--- src/rtl/synth_pwrdn_ctrl.sv ---
module synth_pwrdn_ctrl (
  input  logic clk_i,
  input  logic rst_ni,
  input  logic chip_en_i,
  input  logic word_wr_i,
  input  logic pd_req_i,
  input  logic pd_sync_i,
  input  logic cnt_rst_i,
  input  logic cp_evt_i,
  output logic pd_state_o,
  output logic rn_cnt_hold_o,
  output logic tmo_cnt_load_o,
  output logic cp_tristate_o,
  output logic lock_det_rst_o,
  output logic bias_off_o,
  output logic refbuf_off_o
);

  logic req_q, sync_q, crst_q, pd_q;
  logic req_eff, sync_eff, crst_eff, pd_d;

  assign req_eff  = word_wr_i ? pd_req_i  : req_q;
  assign sync_eff = word_wr_i ? pd_sync_i : sync_q;
  assign crst_eff = word_wr_i ? cnt_rst_i : crst_q;

  always_comb begin
    if (!chip_en_i)     pd_d = 1'b1;
    else if (!req_eff)  pd_d = 1'b0;
    else if (!sync_eff) pd_d = 1'b1;
    else                pd_d = pd_q | cp_evt_i;
  end

  always_ff @(posedge clk_i) begin
    if (!rst_ni) begin
      req_q  <= 1'b0;
      sync_q <= 1'b0;
      crst_q <= 1'b0;
      pd_q   <= 1'b0;
    end else begin
      req_q  <= req_eff;
      sync_q <= sync_eff;
      crst_q <= crst_eff;
      pd_q   <= pd_d;
    end
  end

  assign pd_state_o     = pd_q;
  assign rn_cnt_hold_o  = pd_q | crst_q;
  assign tmo_cnt_load_o = pd_q;
  assign cp_tristate_o  = pd_q;
  assign lock_det_rst_o = pd_q;
  assign bias_off_o     = pd_q;
  assign refbuf_off_o   = pd_q;

endmodule

--- config.mk ---
export PLATFORM = sky130hd
export DESIGN_NAME = synth_pwrdn_ctrl
export DESIGN_NICKNAME = d
export VERILOG_FILES = /design/src/rtl/synth_pwrdn_ctrl.sv
export SDC_FILE = /design/constraint.sdc
export NUM_CORES = 1
export LEC_CHECK = 0
export BUFFER_PORTS_ARGS = -buffer_cell sky130_fd_sc_hd__buf_4
export CAP_MARGIN = 20
export CORE_AREA = 2 2 39 41
export CTS_CLUSTER_DIAMETER = 80
export CTS_CLUSTER_SIZE = 16
export DETAILED_ROUTE_END_ITERATION = 8
export DIE_AREA = 0 0 41 43
export GPL_TIMING_DRIVEN = 0
export SETUP_SLACK_MARGIN = 0.3
export SYNTH_ARGS = -nofsm -noshare
export SYNTH_HDL_FRONTEND = slang
export SYNTH_SLANG_ARGS = --single-unit
export TNS_END_PERCENT = 20
--- constraint.sdc ---
create_clock -name clk_i -period 2.3 [get_ports clk_i]
set_clock_uncertainty 0.1 [all_clocks]
set_input_delay 0.23 -clock clk_i [delete_from_list [all_inputs] [get_ports clk_i]]
set_output_delay 0.23 -clock clk_i [all_outputs]
set_load 0.02 [all_outputs]
==> metrics <==
Util after Layout 23.96%; CP Max Fanout 8; row count 14; Global Route Usage Sum 6.024%; setup TNS 0 ns; global-route wire length before repair between 600 and 700 um; Max Cap Viol 0; RSZ-0062 raised after global routing no; total CTS buffers 3; Final GP Congestion approximately 0.64; Die W 41 um; Starting Density 13.29%; clk root buf clkbuf_4; Worst Hold Class in -> reg; internal power 168.4 uW; crit start category flip-flop; initial DRC count 2; # nets final 46; Mapped Area 183.9 um2; Filler Cell Count 154; synth warn 0; largest net degree at the start of global routing 9; synthesized area per cell 9.680 um2; cell count after synthesis 19; Final period util approximately three fifths; TritonRoute pass-1 iters 2; WP data required 1.97 ns; Remaining DRCs 0; Pwr per Cell Area between 600 and 700 nW/um2; Leakage around 0.00018 uW; CP endpoint kind output port; vias in the first global route 168; Setup Viol. Count Final 0; clock buffer depth 2; power share of the combinational group 27.2%; post-synthesis sequential area ratio a little over two fifths; Post-CTS Resized 0; initial antenna violation count 0; peak supply drop 0.2569 mV; hold buffer count at CTS 0; Post-Route WL roughly 400 um; htree depth 1; vias 174; worst setup path class reg -> out; status completed; area of the multi-input gates roughly 63 um2; core outline area 1384 um2; Worst-Margin Slew ~0.23 ns; CP Data Arrival Time 1.04 ns; worst rel slew slack 84.78%; sw power 60.61 uW; vias per cell 3.346; Max Slew Vio Count 0; CTS tree yes; clk_lat worst skew 0.24 ns; post-CTS setup buffers 0; layout cell share with drive strength beyond 1 63.89%; Worst-path clk slew around 0.040 ns; clock tree sinks 4; flops & latches, synth 4; I/O Buffers 14; die height 43 um; Reg power frac about a third; ANT nets after route 0; switching share of power between 20% and 30%; endpoints failing hold 0; die area 1763 um2; Synthesized Nets 27; Netlist cell types 8; part of the power in the clock network 38.7%; GRT overflow 0; WL/cell 7.788 um; antenna cell count 0; Peak Freq 0.7287 GHz; FF+latch area 80.08 um2; Min Clock Period, post-route 1.372 ns; Syn-to-layout area delta 80.27%; IO Pins 15
## power by group through the flow
stage | clock (uW) | combinational [uW] | sequential [uW]
final | 88.5 | 62.3 | 78.2
after global routing | 102 | 67.0 | 78.9
after CTS | 92.3 | 63.2 | 78.4
after detailed placement | 0 | 63.0 | 79.5
after global placement | 0 | 62.5 | 79.5
after floorplan | 0 | 32.7 | 80.5
## synth_stat cells
cell	number	area share (%)
buf_4	5	20
dfxtp_1	4	44
inv_1	1	2.0
mux2i_1	3	16
nor2_1	3	6.1
o2bb2ai_1	1	4.8
or2_2	1	3.4
or3_1	1	3.4
## cell type report
type,instances,share of cell area [%]
flip-flops and latches,4,24.15
multi-input cells,9,18.87
clock buffers,3,6.792
inverters,1,1.132
well taps,16,6.038
plain buffers,5,11.32
repair buffers,14,31.70
## worst max-delay path, cell delays in order (launching register included)
cell	delay (ns)
dfxtp_1	0.36
or2_2	0.29
buf_4	0.16
## layout by cell type, fill, tap and decap left out
master     Yosys  routed
or3_1          1       1
clkbuf_4       0       3
inv_1          1       1
o2bb2ai_1      1       1
dfxtp_1        4       4
mux2i_1        3       3
or2_2          1       1
nor2_1         3       3
buf_4          5      19
## layer usage
layer	vias up	part of all wire [%]	track usage [%]
li1	92	-	-
met1	72	43	6.109
met2	10	40	7.187
met3	0	17	9.424
met4	0	0	0
met5	-	0	0
## cell families (layout without fill, tap and decap cells)
group,Yosys count,after routing,share of synthesized area (%)
buf+inv,6,23,22.45
mux,3,3,16.33
compound gates,1,1,4.763
simple gates,5,5,12.93
flops,4,4,43.54
## per-stage QoR
step / power [uW] / hold WS (ns) / std cells / worst slack (ns) / area [um2]
6_report: 229.0 / 0.07799 / 52 / 0.9278 / 331.6
3_5_place_dp: 142.5 / 0.3199 / 49 / 1.162 / 309.0
4_1_cts: 234.0 / 0.07413 / 52 / 0.9084 / 331.6
2_1_floorplan: 113.3 / 0.2296 / 19 / 1.185 / 183.9
5_1_grt: 247.9 / 0.07723 / 52 / 0.8611 / 331.6
3_3_place_gp: 142.0 / 0.3181 / 49 / 1.161 / 309.0
## worst paths after layout
check                                     end  slack [ns]  cells past startpoint  startpoint
worst max register to register     bias_off_o        1.22                      2  bias_off_o
worst max-delay path            rn_cnt_hold_o        0.93                      2  bias_off_o
worst min-delay path               bias_off_o        0.08                      2   chip_en_i
worst min register to register         crst_q        0.39                      2      crst_q
## flip-flops by register name, summed over array words and instances (netlist names)
name / count
bias_off_o: 1
crst_q: 1
req_q: 1
sync_q: 1
Note: power is estimated with default switching activity, not from simulation.
